===== config.mk =====
export PLATFORM = sky130hd
export DESIGN_NAME = irqr_router
export DESIGN_NICKNAME = d
export VERILOG_FILES = /design/src/rtl/irqr_pkg.sv /design/src/rtl/irqr_line_sel.sv /design/src/rtl/irqr_pick.sv /design/src/rtl/irqr_state.sv /design/src/rtl/irqr_router.sv
export SDC_FILE = /design/constraint.sdc
export NUM_CORES = 1
export LEC_CHECK = 0
export ABC_AREA = 1
export BUFFER_PORTS_ARGS = -buffer_cell sky130_fd_sc_hd__buf_2
export CAP_MARGIN = 20
export CELL_PAD_IN_SITES_DETAIL_PLACEMENT = 0
export CELL_PAD_IN_SITES_GLOBAL_PLACEMENT = 1
export CORE_MARGIN = 2
export CORE_UTILIZATION = 46
export CTS_CLUSTER_SIZE = 8
export DETAILED_ROUTE_END_ITERATION = 10
export MAX_ROUTING_LAYER = met4
export PLACE_DENSITY = 0.89
export SYNTH_ARGS = -nofsm -noshare
export SYNTH_HDL_FRONTEND = slang
export SYNTH_SLANG_ARGS = --single-unit

===== constraint.sdc =====
create_clock -name clk -period 5.3 [get_ports clk]
set_input_delay 1.06 -clock clk [delete_from_list [all_inputs] [get_ports clk]]
set_output_delay 1.06 -clock clk [all_outputs]
set_load 0.02 [all_outputs]

===== src/rtl/irqr_pkg.sv =====
// Shared constants and the line-number check for the interrupt router.
// Assumes line numbers are 8 bits wide and that sixteen ISA lines exist.
package irqr_pkg;
    localparam int LINE_W    = 8;
    localparam int NUM_LINES = 16;
    localparam int NUM_PINS  = 4;

    // Returns 1 when a line number may be written into a line bitmap.
    function automatic logic line_valid(input logic [LINE_W-1:0] num,
                                        input logic low_ceiling);
        logic [LINE_W-1:0] top;
        top = low_ceiling ? LINE_W'(14) : LINE_W'(15);
        return (num != '0) && (num != '1) && (num != LINE_W'(2)) && (num <= top);
    endfunction
endpackage


===== src/rtl/irqr_line_sel.sv =====
// Builds the per-slot line-number table.
// Functions take slots 0..NUM_FUNC-1 and pins take the slots after them.
// Assumes exactly four pins, with fixed nibble positions in the routing bytes.
module irqr_line_sel
    import irqr_pkg::*;
#(
    parameter int NUM_FUNC = 8,
    localparam int NUM_SRC = NUM_FUNC + NUM_PINS
) (
    input  logic [NUM_FUNC*LINE_W-1:0] func_line,
    input  logic [7:0]                 rt_cfg_lo,
    input  logic [7:0]                 rt_cfg_mid,
    input  logic [7:0]                 rt_cfg_hi,
    output logic [NUM_SRC*LINE_W-1:0]  src_line
);
    logic unused_route_bits;
    assign unused_route_bits = ^{rt_cfg_lo[3:0], rt_cfg_hi[3:0]};

    // Each function's own line number passes straight through.
    genvar f;
    generate
        for (f = 0; f < NUM_FUNC; f++) begin : g_func
            assign src_line[f*LINE_W +: LINE_W] = func_line[f*LINE_W +: LINE_W];
        end
    endgenerate

    // Pin line numbers come from the routing nibbles, zero-extended.
    assign src_line[(NUM_FUNC+0)*LINE_W +: LINE_W] = {4'h0, rt_cfg_lo[7:4]};
    assign src_line[(NUM_FUNC+1)*LINE_W +: LINE_W] = {4'h0, rt_cfg_mid[3:0]};
    assign src_line[(NUM_FUNC+2)*LINE_W +: LINE_W] = {4'h0, rt_cfg_mid[7:4]};
    assign src_line[(NUM_FUNC+3)*LINE_W +: LINE_W] = {4'h0, rt_cfg_hi[7:4]};
endmodule


===== src/rtl/irqr_pick.sv =====
// Fixed-priority picker: selects the lowest-numbered pending slot.
// Assumes the caller takes exactly one change per cycle when any is pending.
module irqr_pick #(
    parameter int N = 12,
    localparam int IDX_W = $clog2(N)
) (
    input  logic [N-1:0]     pend,
    output logic             any,
    output logic [IDX_W-1:0] idx
);
    // Scan from the top down so that the lowest pending slot wins.
    always_comb begin
        idx = '0;
        for (int i = N - 1; i >= 0; i--) begin
            if (pend[i]) idx = IDX_W'(i);
        end
    end

    // Flags that at least one change is waiting.
    assign any = |pend;
endmodule


===== src/rtl/irqr_state.sv =====
// Holds the global source record and one source bitmap per ISA line.
// Each output is the OR of its line's bitmap.
// Assumes at most one update per cycle, carrying slot, level, line and validity.
module irqr_state
    import irqr_pkg::*;
#(
    parameter int N = 12,
    localparam int IDX_W = $clog2(N)
) (
    input  logic                 clk,
    input  logic                 rst_n,
    input  logic                 upd,
    input  logic [IDX_W-1:0]     upd_idx,
    input  logic                 upd_lvl,
    input  logic [LINE_W-1:0]    upd_line,
    input  logic                 upd_ok,
    output logic [NUM_LINES-1:0] line_or
);
    logic [N-1:0] glob;
    logic [N-1:0] glob_nxt;
    logic [N-1:0] bm [NUM_LINES];

    // Global record with the incoming slot bit replaced by its new level.
    always_comb begin
        glob_nxt = glob;
        glob_nxt[upd_idx] = upd_lvl;
    end

    // The global record follows every level change, valid route or not.
    always_ff @(posedge clk) begin
        if (!rst_n)   glob <= '0;
        else if (upd) glob <= glob_nxt;
    end

    genvar k;
    generate
        for (k = 0; k < NUM_LINES; k++) begin : g_line
            logic [N-1:0] bm_set;
            // Write the slot bit into this line's bitmap, then mask it with the new global record.
            always_comb begin
                bm_set = bm[k];
                bm_set[upd_idx] = upd_lvl;
            end
            // The bitmap is updated only by a valid update aimed at this line.
            always_ff @(posedge clk) begin
                if (!rst_n)
                    bm[k] <= '0;
                else if (upd && upd_ok && upd_line == LINE_W'(k))
                    bm[k] <= bm_set & glob_nxt;
            end
            assign line_or[k] = |bm[k];
        end
    endgenerate

    AST_IDLE_HOLD: assert property (@(posedge clk) disable iff (!rst_n)
        !upd |=> $stable(line_or));

    AST_REJECT_HOLD: assert property (@(posedge clk) disable iff (!rst_n)
        (upd && !upd_ok) |=> $stable(line_or));

    AST_SET_DRIVES: assert property (@(posedge clk) disable iff (!rst_n)
        (upd && upd_ok && upd_lvl) |=> line_or[$past(upd_line[3:0])]);

    AST_STALE_CLEAN: assert property (@(posedge clk) disable iff (!rst_n)
        (upd && upd_ok) |=> ((bm[$past(upd_line[3:0])] & ~glob) == '0));
endmodule


===== src/rtl/irqr_router.sv =====
// Top of the interrupt router.
// A change is seen when a source level differs from the level last taken.
// One change is taken per cycle, lowest slot first, and sent to the state array.
// Assumes all inputs are synchronous to clk.
module irqr_router
    import irqr_pkg::*;
#(
    parameter int NUM_FUNC = 8,
    parameter logic [NUM_FUNC+NUM_PINS-1:0] LOW_CEIL_SRC = 12'h02C,
    localparam int NUM_SRC = NUM_FUNC + NUM_PINS,
    localparam int IDX_W   = $clog2(NUM_SRC)
) (
    input  logic                        clk,
    input  logic                        rst_n,
    input  logic [NUM_FUNC-1:0]         func_level,
    input  logic [NUM_FUNC*LINE_W-1:0]  func_line,
    input  logic [NUM_PINS-1:0]         pin_level,
    input  logic [7:0]                  rt_cfg_lo,
    input  logic [7:0]                  rt_cfg_mid,
    input  logic [7:0]                  rt_cfg_hi,
    output logic [NUM_LINES-1:0]        isa_irq
);
    logic [NUM_SRC-1:0]        lvl;
    logic [NUM_SRC-1:0]        seen;
    logic [NUM_SRC-1:0]        pend;
    logic [NUM_SRC*LINE_W-1:0] src_line;
    logic                      any;
    logic                      upd;
    logic [IDX_W-1:0]          idx;
    logic [LINE_W-1:0]         sel_line;
    logic                      sel_ok;

    assign lvl  = {pin_level, func_level};
    assign pend = lvl ^ seen;
    assign upd  = any && rst_n;

    irqr_line_sel #(.NUM_FUNC(NUM_FUNC)) u_sel (
        .func_line (func_line),
        .rt_cfg_lo (rt_cfg_lo),
        .rt_cfg_mid(rt_cfg_mid),
        .rt_cfg_hi (rt_cfg_hi),
        .src_line  (src_line)
    );

    irqr_pick #(.N(NUM_SRC)) u_pick (
        .pend(pend),
        .any (any),
        .idx (idx)
    );

    // Line number and validity of the slot being taken this cycle.
    always_comb begin
        sel_line = src_line[idx*LINE_W +: LINE_W];
        sel_ok   = line_valid(sel_line, LOW_CEIL_SRC[idx]);
    end

    // Records the level last taken for each slot.
    always_ff @(posedge clk) begin
        if (!rst_n)   seen <= '0;
        else if (upd) seen[idx] <= lvl[idx];
    end

    irqr_state #(.N(NUM_SRC)) u_state (
        .clk     (clk),
        .rst_n   (rst_n),
        .upd     (upd),
        .upd_idx (idx),
        .upd_lvl (lvl[idx]),
        .upd_line(sel_line),
        .upd_ok  (sel_ok),
        .line_or (isa_irq)
    );

    AST_ONE_CHANGE: assert property (@(posedge clk) disable iff (!rst_n)
        upd |=> ($countones(seen ^ $past(seen)) == 1));

    AST_LOWEST_FIRST: assert property (@(posedge clk) disable iff (!rst_n)
        upd |-> ((pend & ((NUM_SRC'(1) << idx) - NUM_SRC'(1))) == '0));
endmodule


==> impl_metrics.csv, run 1 <==
group,metric,value,unit
clocking,cts_tree,"built",
clocking,post_cts_buffers,0,
placement,hpwlAfterDp,23.42,mm
floorplanning,start_util,0.4684,
grt,grt_overflow_total,0,
synth,synth-seq-cells,216,
grt,grt_pass1_wl,55.06,mm
layout,drive_gt1_frac,0.2321,
setup_path,worstSetupPathType,"input pin to flop",
min_path,min_path_type,"flop to flop",
detailed_routing,num_vias,10420,
clocking,hold_buffers,0,
grt,grtUsageMet2,0.4050,
power_and_ir_drop,power.density,359.1,nW/um^2
synth,syn-cell-area,13090,um^2
detailed_routing,drc,0,
setup_path,path_buf_inv,6,
flow_run,cap_violations,0,
floorplanning,die-area,29810,um^2
layout,multi_input_area,5420,um^2
grt,antenna_found_initial,0,
floorplanning,die_w,172.7,um
synth,yosysWarnings,0,
power_and_ir_drop,peakVddDrop,0.2368,mV
outcome,status,"completed",
synth,ys_seq_area_frac,0.4773,
sta,fin_crit,4.564,ns
sta,slew_headroom,0.2566,
setup_path,cp_top_family,"simple AND/OR/NAND/NOR gates",
placement,port_buffers,109,
layout,fin_area,14950,um^2
synth,yosys.area.top_type,"edfxtp_1",
detailed_routing,wl,34.96,mm
sta,finalHoldViolCount,0,
power_and_ir_drop,leakage,0.005959,uW
sta,clock.fmax,219.1,MHz
clocking,cts.sinks,216,
setup_path,cp.arrival,4.71,ns
floorplanning,io_pins,118,
layout,fin_nets,1764,
clocking,h-tree-depth,1,
synth,synthCells,1509,
layout,n_antenna_cell,0,
layout,fill_cells,2599,
floorplanning,core,27930,um^2
setup_path,endpoint_kind,"flop",
layout,seqCellArea,6246,um^2
sta,finClkSkew,0.01723,ns
floorplanning,dieHeight,172.7,um
grt,grt_max_degree,60,
clocking,cts_buffers,30,
clocking,cts_root_buf,"clkbuf_16",
grt,grt_usage,0.2398,
synth,synthDistinctLibCells,40,
detailed_routing,drt_iter0_markers,967,
sta,rsz0062_at_grt,"false",
synth,synth.area.top_cells,"edfxtp_1 (44%), nor3_2 (11%), nand2_1 (9.0%)",
sta,worst_slew_pin_slew,1.108,ns
setup_path,startpoint_type,"input pin",
setup_path,critPathMostFrequentCell,"nand2_1",
placement,routabilityCongestion,0.8840,
synth,synth_top_area_frac,0.4406,
sta,finalCritPeriodShare,0.8612,
grt,grt_busiest_layer,"met2",
setup_path,required,5.44,ns
grt,grt_pass1_vias,10170,
setup_path,max_stage_delay,0.97,ns
clocking,cts_resized,0,
grt,grt_use_met1,0.3097,
setup_path,cpMaxStageDelayCell,"o21ai_1",
grt,grt_util_met3,0.02397,
layout,area_growth,14.27,%
detailed_routing,via_per_inst,5.083,
detailed_routing,wl_per_cell,17.05,um
sta,setup_tns,0,ns
floorplanning,num_rows,61,
sta,setup_viol,0,
synth,syn_avg_cell_area,8.671,um^2
placement,place_area,14100,um^2
detailed_routing,first_pass_iters,5,
detailed_routing,ant_nets,0,
clocking,clock_path_buffers,3,
sta,finalMaxSlewViolations,0,
clocking,path_clk_slew,0.05,ns
setup_path,crit_path_max_fanout,21,
clocking,clk_latency,0.54,ns
==> report_power, final <==
group	switching (uW)	internal [uW]
combinational	1210	459
clock	676	1040
sequential	47.1	1930
==> sequential cells by signal (all words and copies together) (netlist names) <==
name	count
seen	12
u_state.bm	192
u_state.glob	12
==> cells in the final DEF (no fill, tap or decap), drive strengths merged <==
cell	netlist	final
nand3b	16	16
and2	2	2
o22ai	10	10
xnor2	7	7
clkbuf	20	43
nand3	66	66
or2	1	1
nand2	321	321
clkinv	2	2
o21ai	35	35
xor2	3	3
edfxtp	192	192
nor4	48	48
nor3	168	168
inv	264	264
dfxtp	24	24
nand4	21	21
nor2	253	253
a21oi	2	2
o32ai	2	2
ha	1	1
conb	1	24
buf	50	167
==> worst reg2reg max path: cells and delay by family, from the launching register on <==
family	cells	cell delay, ns
XOR/XNOR	1	0.15
adder cells (fa/ha/maj)	1	0.14
AND/OR/NAND/NOR	12	1.25
AO/OA/AOI/OAI	2	1.38
buffers and inverters	4	0.54
flip-flops	1	0.40
==> metal layers <==
metal	part of all wire	routed length (um)
met1	0.41	14410
met2	0.49	17170
met3	0.075	2628
met4	0.022	759
met5	0	0
==> area by class of cell <==
cell class                      instances  area share
Sequential cell                       216      0.4177
Multi-Input combinational cell        980      0.3625
Inverter                              266     0.06678
Timing Repair Buffer                  167     0.06644
Clock buffer                           43     0.05490
Tap cell                              378     0.03163
==> synthesized netlist by cell type (all sizes together) <==
cell type  number
o21ai          35
nor2          253
and2            2
o32ai           2
or2             1
o22ai          10
nor4           48
xnor2           7
clkbuf         20
ha              1
xor2            3
nand3          66
inv           264
nand3b         16
buf            50
nand4          21
a21oi           2
edfxtp        192
clkinv          2
nand2         321
nor3          168
dfxtp          24
conb            1
==> through the flow <==
step                      power [uW]  cells    util  hold WS (ns)  setup slack (ns)
after floorplan                 3216   1532       -        0.4360            0.7378
after global placement          3641   2003  0.5048        0.4496            0.2436
after detailed placement        3663   2003  0.5048        0.4565            0.1702
after CTS                       5374   2046  0.5342        0.4636            0.7514
after global routing            5621   2050  0.5353        0.4957            0.4380
final                           5370   2050  0.5353        0.4639            0.7357
==> logic make-up (layout without fill, tap and decap cells) <==
kind of cell / after synthesis / after routing / share of synthesized area
AO/OA/AOI/OAI: 49 / 49 / 0.02228
XOR/XNOR: 10 / 10 / 0.008702
adder cells (fa/ha/maj): 1 / 1 / 0.0009561
buffers and inverters: 336 / 476 / 0.1160
flip-flops: 216 / 216 / 0.4773
other: 1 / 24 / 0.0002866
AND/OR/NAND/NOR: 896 / 896 / 0.3745
==> final timing paths <==
check	from	end	slack [ns]	cells past startpoint
max	pin_level[2]	u_state.bm[12][1]	0.74	28
max reg2reg	seen[6]	u_state.bm[12][1]	1.04	20
min reg2reg	u_state.glob[2]	u_state.glob[2]	0.46	2
min	u_state.glob[2]	u_state.glob[2]	0.46	2
(Power assumes the default switching activity.)
==> run 2: changes to the inputs <==
- BUFFER_PORTS_ARGS: -buffer_cell sky130_fd_sc_hd__buf_2 -> -buffer_cell sky130_fd_sc_hd__clkbuf_2
==> run 2 against run 1 <==
Compared with the run above:
- final cell count about the same
- sequential cell count unchanged
- global-route usage increased by 0.20 points
- count of clock-buffer cells in the layout decreased by 1
- combinational power about the same
- critical path depth decreased by 1
- via count about the same
- worst setup slack improved by 0.082 ns
- non-clock buffer count increased by 2
- critical path type unchanged
- critical endpoint unchanged
==> impl_metrics.csv, run 2 (same netlist as run 1, synthesis figures left out) <==
group,metric,value,unit
detailed_routing,via_per_inst,5.077,
setup_path,startpoint_type,"input pin",
setup_path,endpoint_kind,"flop",
layout,fill_cells,2645,
power_and_ir_drop,power_frac_seq,0.368,
floorplanning,die_w,172.7,um
layout,post-route-util,0.5357,
floorplanning,start_util,0.4684,
clocking,cts_root_buf,"clkbuf_16",
layout,mostFrequentLayoutCells,"nand2_1 (312), inv_1 (260), nor2_1 (240), edfxtp_1 (192), nor3_2 (140)",
sta,finalMaxSlewViolations,0,
grt,antenna_found_initial,0,
sta,rsz0062_at_grt,"false",
setup_path,critPathMostFrequentCell,"nand2_1",
layout,fin_nets,1766,
placement,routabilityCongestion,0.8542,
sta,setup_viol,0,
power_and_ir_drop,switchingPower,1945,uW
clocking,h-tree-depth,1,
clocking,cts_tree,"built",
placement,hpwlAfterDp,23.59,mm
setup_path,cpMaxStageDelayCell,"o21ai_1",
detailed_routing,drc,0,
detailed_routing,drt_iter0_markers,1038,
layout,largest_reg_flops,192,
layout,layout_commonest_cell,"nand2_1",
power_and_ir_drop,power.density,359.9,nW/um^2
placement,port_buffers,109,
clocking,hold_buffers,0,
grt,grt_pass1_vias,10240,
layout,multi_input_area,5420,um^2
power_and_ir_drop,leakage,0.006006,uW
layout,largest_register,"u_state.bm",
setup_path,cp.arrival,4.63,ns
layout,seqCellArea,6246,um^2
power_and_ir_drop,clkPwrFrac,0.321,
clocking,post_cts_buffers,0,
clocking,path_clk_slew,0.05,ns
clocking,clk_latency,0.54,ns
grt,grt_overflow_total,0,
grt,grt_max_degree,40,
min_path,min_path_type,"flop to flop",
floorplanning,num_rows,61,
clocking,cts_buffers,30,
detailed_routing,num_vias,10410,
sta,slew_headroom,0.2393,
layout,area_growth,14.35,%
sta,finClkSkew,0.01077,ns
setup_path,cp_top_family,"simple AND/OR/NAND/NOR gates",
power_and_ir_drop,peakVddDrop,0.2075,mV
grt,grt_pass1_wl,55.30,mm
detailed_routing,ant_nets,0,
setup_path,worstSetupPathType,"input pin to flop",
detailed_routing,wl,35.41,mm
detailed_routing,wl_per_cell,17.27,um
power_and_ir_drop,p_sw_frac,0.3611,
floorplanning,core,27930,um^2
floorplanning,die-area,29810,um^2
floorplanning,dieHeight,172.7,um
power_and_ir_drop,p_comb_frac,0.312,
outcome,status,"completed",
detailed_routing,first_pass_iters,6,
layout,n_antenna_cell,0,
sta,finalCritPeriodShare,0.8458,
sta,worst_slew_pin_slew,1.133,ns
setup_path,path_buf_inv,4,
sta,fin_crit,4.483,ns
grt,grt_usage,0.2417,
layout,drive_gt1_frac,0.2331,
clocking,cts.sinks,216,
sta,finalHoldViolCount,0,
flow_run,cap_violations,0,
setup_path,required,5.45,ns
sta,setup_tns,0,ns
power_and_ir_drop,p_int,3440,uW
layout,top_regs,"u_state.bm (192), seen (12), u_state.glob (12)",
clocking,cts_resized,0,
setup_path,crit_path_max_fanout,22,
setup_path,max_stage_delay,0.99,ns
sta,clock.fmax,223.1,MHz
clocking,clock_path_buffers,3,
floorplanning,io_pins,118,
## run 2: path summary, 6_finish.rpt
path | slack (ns) | endpoint | cells past startpoint | start
worst min register to register | 0.47 | u_state.glob[0] | 2 | u_state.glob[0]
worst max-delay path | 0.82 | u_state.bm[12][1] | 27 | pin_level[2]
worst min-delay path | 0.47 | u_state.glob[0] | 2 | u_state.glob[0]
worst max register to register | 1.10 | u_state.bm[12][1] | 26 | seen[10]
## run 2: per-stage QoR
stage / setup WS [ns] / area (um^2) / hold slack, ns / std cells / total power, uW
2_1_floorplan: 0.7378 / 13170 / 0.4360 / 1532 / 3216
4_1_cts: 0.8398 / 14950 / 0.4638 / 2049 / 5392
3_5_place_dp: 0.3157 / 14130 / 0.4545 / 2007 / 3677
5_1_grt: 0.5115 / 14960 / 0.4847 / 2051 / 5632
3_3_place_gp: 0.3401 / 14130 / 0.4500 / 2007 / 3655
6_report: 0.8175 / 14960 / 0.4668 / 2051 / 5385
## run 2: area by class of cell
| type | count | area share |
|---|---|---|
| Inverter | 266 | 0.06673 |
| Tap cell | 378 | 0.03161 |
| Multi-Input combinational cell | 980 | 0.3622 |
| Clock buffer | 42 | 0.05460 |
| Sequential cell | 216 | 0.4174 |
| Timing Repair Buffer | 169 | 0.06740 |
## run 2: power by group through the flow
stage                     registers [uW]  clock network, uW  logic [uW]
after floorplan                     2000                  0        1220
after global placement              2010                  0        1650
after detailed placement            2010                  0        1660
after CTS                           1980               1740        1670
after global routing                1990               1810        1840
final                               1980               1730        1680
## run 2: tightest hold or removal path, cell delays in order (launching register included)
cell     delay [ns]
dfxtp_1        0.31
nand2_1        0.05
o21ai_0        0.06
## run 2: metal layers
layer  track usage  up-vias  wire length (um)
met3       0.03342       81              2623
met4       0.07804        0              1024
met2        0.3966      348             16990
met5             -        -                 0
met1        0.3108     4809             14770
li1              -     5174                 -
==> run 3: changes to the inputs <==
- ABC_AREA: 1 -> 0
- CORE_UTILIZATION: 46 -> 42
- PLACE_DENSITY: 0.89 -> 0.84
- clock period: 5.3 -> 3.9 ns (I/O delays scaled with it)
==> run 3 against run 2 <==
Compared with the run above:
- register-to-register slack got worse by 0.84 ns
- first-iteration DRC count up 2.1%
- critical path type unchanged
- via count shrank 12%
- hold slack lost 0.0081 ns
- clock power increased by 38%
- power grew 14%
- sequential share of layout area is 4.2 points higher
- final area decreased by 9.2%
- routed wire length fell by 9.3%
- worst setup slack worse by 0.58 ns
- synthesized cell count shrank 34%
- global-route usage grew 1.1 points
==> impl_metrics.csv, run 3 <==
group,metric,value,unit
floorplanning,num_rows,57,
setup_path,rr_endpoint,"u_state.bm[3][6]",
grt,grt_overflow_total,0,
detailed_routing,ant_nets,0,
floorplanning,core,24390,um^2
clocking,clk_latency,0.53,ns
setup_path,worstSetupPathType,"input pin to flop",
layout,mostFrequentLayoutCells,"nand2_1 (217), edfxtp_1 (192), a21oi_1 (155), buf_4 (131), clkbuf_2 (109)",
sta,setup_viol,0,
floorplanning,die_w,161.9,um
sta,clock.fmax,272.7,MHz
sta,finalHoldViolCount,0,
sta,finalMaxSlewViolations,0,
sta,finalCritPeriodShare,0.9402,
placement,place_area,12720,um^2
synth,ys_dominant_reg_cell,"edfxtp_1",
layout,largest_reg_flops,192,
grt,grt_usage,0.2526,
synth,syn_avg_cell_area,10.45,um^2
layout,top_regs,"u_state.bm (192), seen (12), u_state.glob (12)",
synth,synth_top_area_frac,0.5507,
layout,area_growth,29.83,%
clocking,h-tree-depth,1,
floorplanning,start_util,0.4293,
clocking,cts_tree,"built",
layout,fin_area,13590,um^2
setup_path,startpoint_type,"input pin",
clocking,cts.sinks,216,
synth,syn-cell-area,10470,um^2
setup_path,cp_top_family,"simple AND/OR/NAND/NOR gates",
setup_path,reg2reg_from,"seen[10]",
detailed_routing,num_vias,9128,
sta,finClkSkew,0.01338,ns
synth,yosysWarnings,0,
synth,synthDistinctLibCells,68,
min_path,whs_path_depth,2,
setup_path,r2r_cells,9,
synth,yosys.cell_count.top_type,"nand2_1",
layout,n_antenna_cell,0,
floorplanning,dieHeight,161.9,um
power_and_ir_drop,peakVddDrop,0.3437,mV
synth,ys_seq_area_frac,0.5966,
power_and_ir_drop,power.density,451.1,nW/um^2
clocking,cts_root_buf,"clkbuf_16",
setup_path,path_buf_inv,1,
sta,slew_headroom,0.3383,
min_path,hold_path_startpoint,"u_state.glob[4]",
synth,synth_edf_count,192,
placement,port_buffers,109,
min_path,hold_end,"u_state.glob[4]",
setup_path,crit_path_max_fanout,12,
sta,worst_slew_pin_slew,0.9926,ns
setup_path,required,4.10,ns
sta,rsz0062_at_grt,"false",
synth,synth.area.top_cells,"edfxtp_1 (55%), nand2_1 (7.9%), a21oi_1 (7.4%)",
detailed_routing,drc,0,
synth,synthTopCellsByCount,"nand2_1 (220), edfxtp_1 (192), a21oi_1 (155)",
layout,largest_register,"u_state.bm",
synth,yosys.area.top_type,"edfxtp_1",
power_and_ir_drop,leakage,0.004814,uW
sta,fin_crit,3.667,ns
detailed_routing,drt_iter0_markers,1060,
setup_path,cp.arrival,3.86,ns
layout,fin_nets,1370,
clocking,post_cts_buffers,0,
flow_run,cap_violations,0,
placement,routabilityCongestion,0.9717,
synth,synth-async-reset-ratio,0,
grt,antenna_found_initial,0,
grt,grt_pass1_wl,49.94,mm
grt,grt_pass1_vias,9003,
clocking,clock_path_buffers,3,
detailed_routing,wl_per_cell,19.89,um
outcome,status,"completed",
setup_path,max_stage_delay,0.59,ns
clocking,path_clk_slew,0.05,ns
synth,synth-seq-cells,216,
placement,hpwlAfterDp,21.66,mm
setup_path,cp_cell_sequence,"clkbuf_2 -> xnor2_1 -> o2111a_1 -> nor2_4 -> o311ai_1 -> o211ai_1 -> or3_4 -> or4_4 -> nand2_2",
floorplanning,die-area,26210,um^2
layout,drive_gt1_frac,0.2618,
detailed_routing,wl,32.12,mm
setup_path,rrSetupSlack,0.26,ns
power_and_ir_drop,report.power.total,6131,uW
min_path,min_path_type,"flop to flop",
clocking,cts_resized,0,
grt,grt_max_degree,25,
setup_path,cpMaxStageDelayCell,"o2111a_1",
layout,layout_commonest_cell,"nand2_1",
synth,synthCells,1002,
setup_path,endpoint_kind,"flop",
floorplanning,io_pins,118,
clocking,cts_buffers,30,
detailed_routing,first_pass_iters,8,
detailed_routing,via_per_inst,5.652,
clocking,hold_buffers,0,
run 3: layout make-up:
type,count,area (um^2)
fill,2163,10800
sequential,216,6246
multi-input combinational,747,4049
timing repair buffer,263,1989
clock buffer,56,869.6
tap,324,405.4
inverter,9,33.78
run 3: how the worst max path moves through the flow:
stage	startpoint	end	slack (ns)	cells after the start
after global placement	func_level[1]	u_state.bm[3][7]	-0.23	10
after floorplan	pin_level[2]	u_state.bm[12][0]	0.003	12
after global routing	seen[3]	u_state.bm[15][11]	0.04	13
final	func_level[1]	u_state.bm[3][6]	0.23	9
after CTS	seen[10]	u_state.bm[3][6]	0.28	9
after detailed placement	func_level[1]	u_state.bm[3][5]	-0.25	9
run 3: kinds of logic after synthesis:
family | after synthesis | share of synthesized area
and+or+nand+nor | 415 | 0.1812
DFF | 216 | 0.5966
xor gates and xnor gates | 19 | 0.01876
muxes | 7 | 0.006812
adders and majority gates | 1 | 0.001195
buffers and inverters | 62 | 0.02760
other | 1 | 0.0003582
AOI/OAI and AO/OA | 281 | 0.1675
run 3: through the flow:
step | hold WS (ns) | TNS [ns] | instances | utilization | setup WS, ns
after floorplan | 0.4323 | 0 | 1025 | - | 0.002806
after global placement | 0.4400 | -20.04 | 1559 | 0.5216 | -0.2267
after detailed placement | 0.4482 | -30.36 | 1559 | 0.5216 | -0.2516
after CTS | 0.4599 | 0 | 1615 | 0.5573 | 0.2821
after global routing | 0.4854 | 0 | 1615 | 0.5573 | 0.04263
final | 0.4587 | 0 | 1615 | 0.5573 | 0.2330
run 3: power by group:
group / internal, uW / switching (uW)
clock: 1470 / 911
combinational: 459 / 612
sequential: 2620 / 54.3
total: 4550 / 1580
run 3: per-layer routing:
| layer | global-route usage | part of all wire |
|---|---|---|
| met1 | 0.3489 | 0.42 |
| met2 | 0.3973 | 0.46 |
| met3 | 0.02988 | 0.086 |
| met4 | 0.07160 | 0.027 |
| met5 | - | 0 |
run 3: tightest hold or removal path, delay by kind of cell (launching register included):
family / cells / cell delay (ns)
simple gates: 2 / 0.10
flops: 1 / 0.32
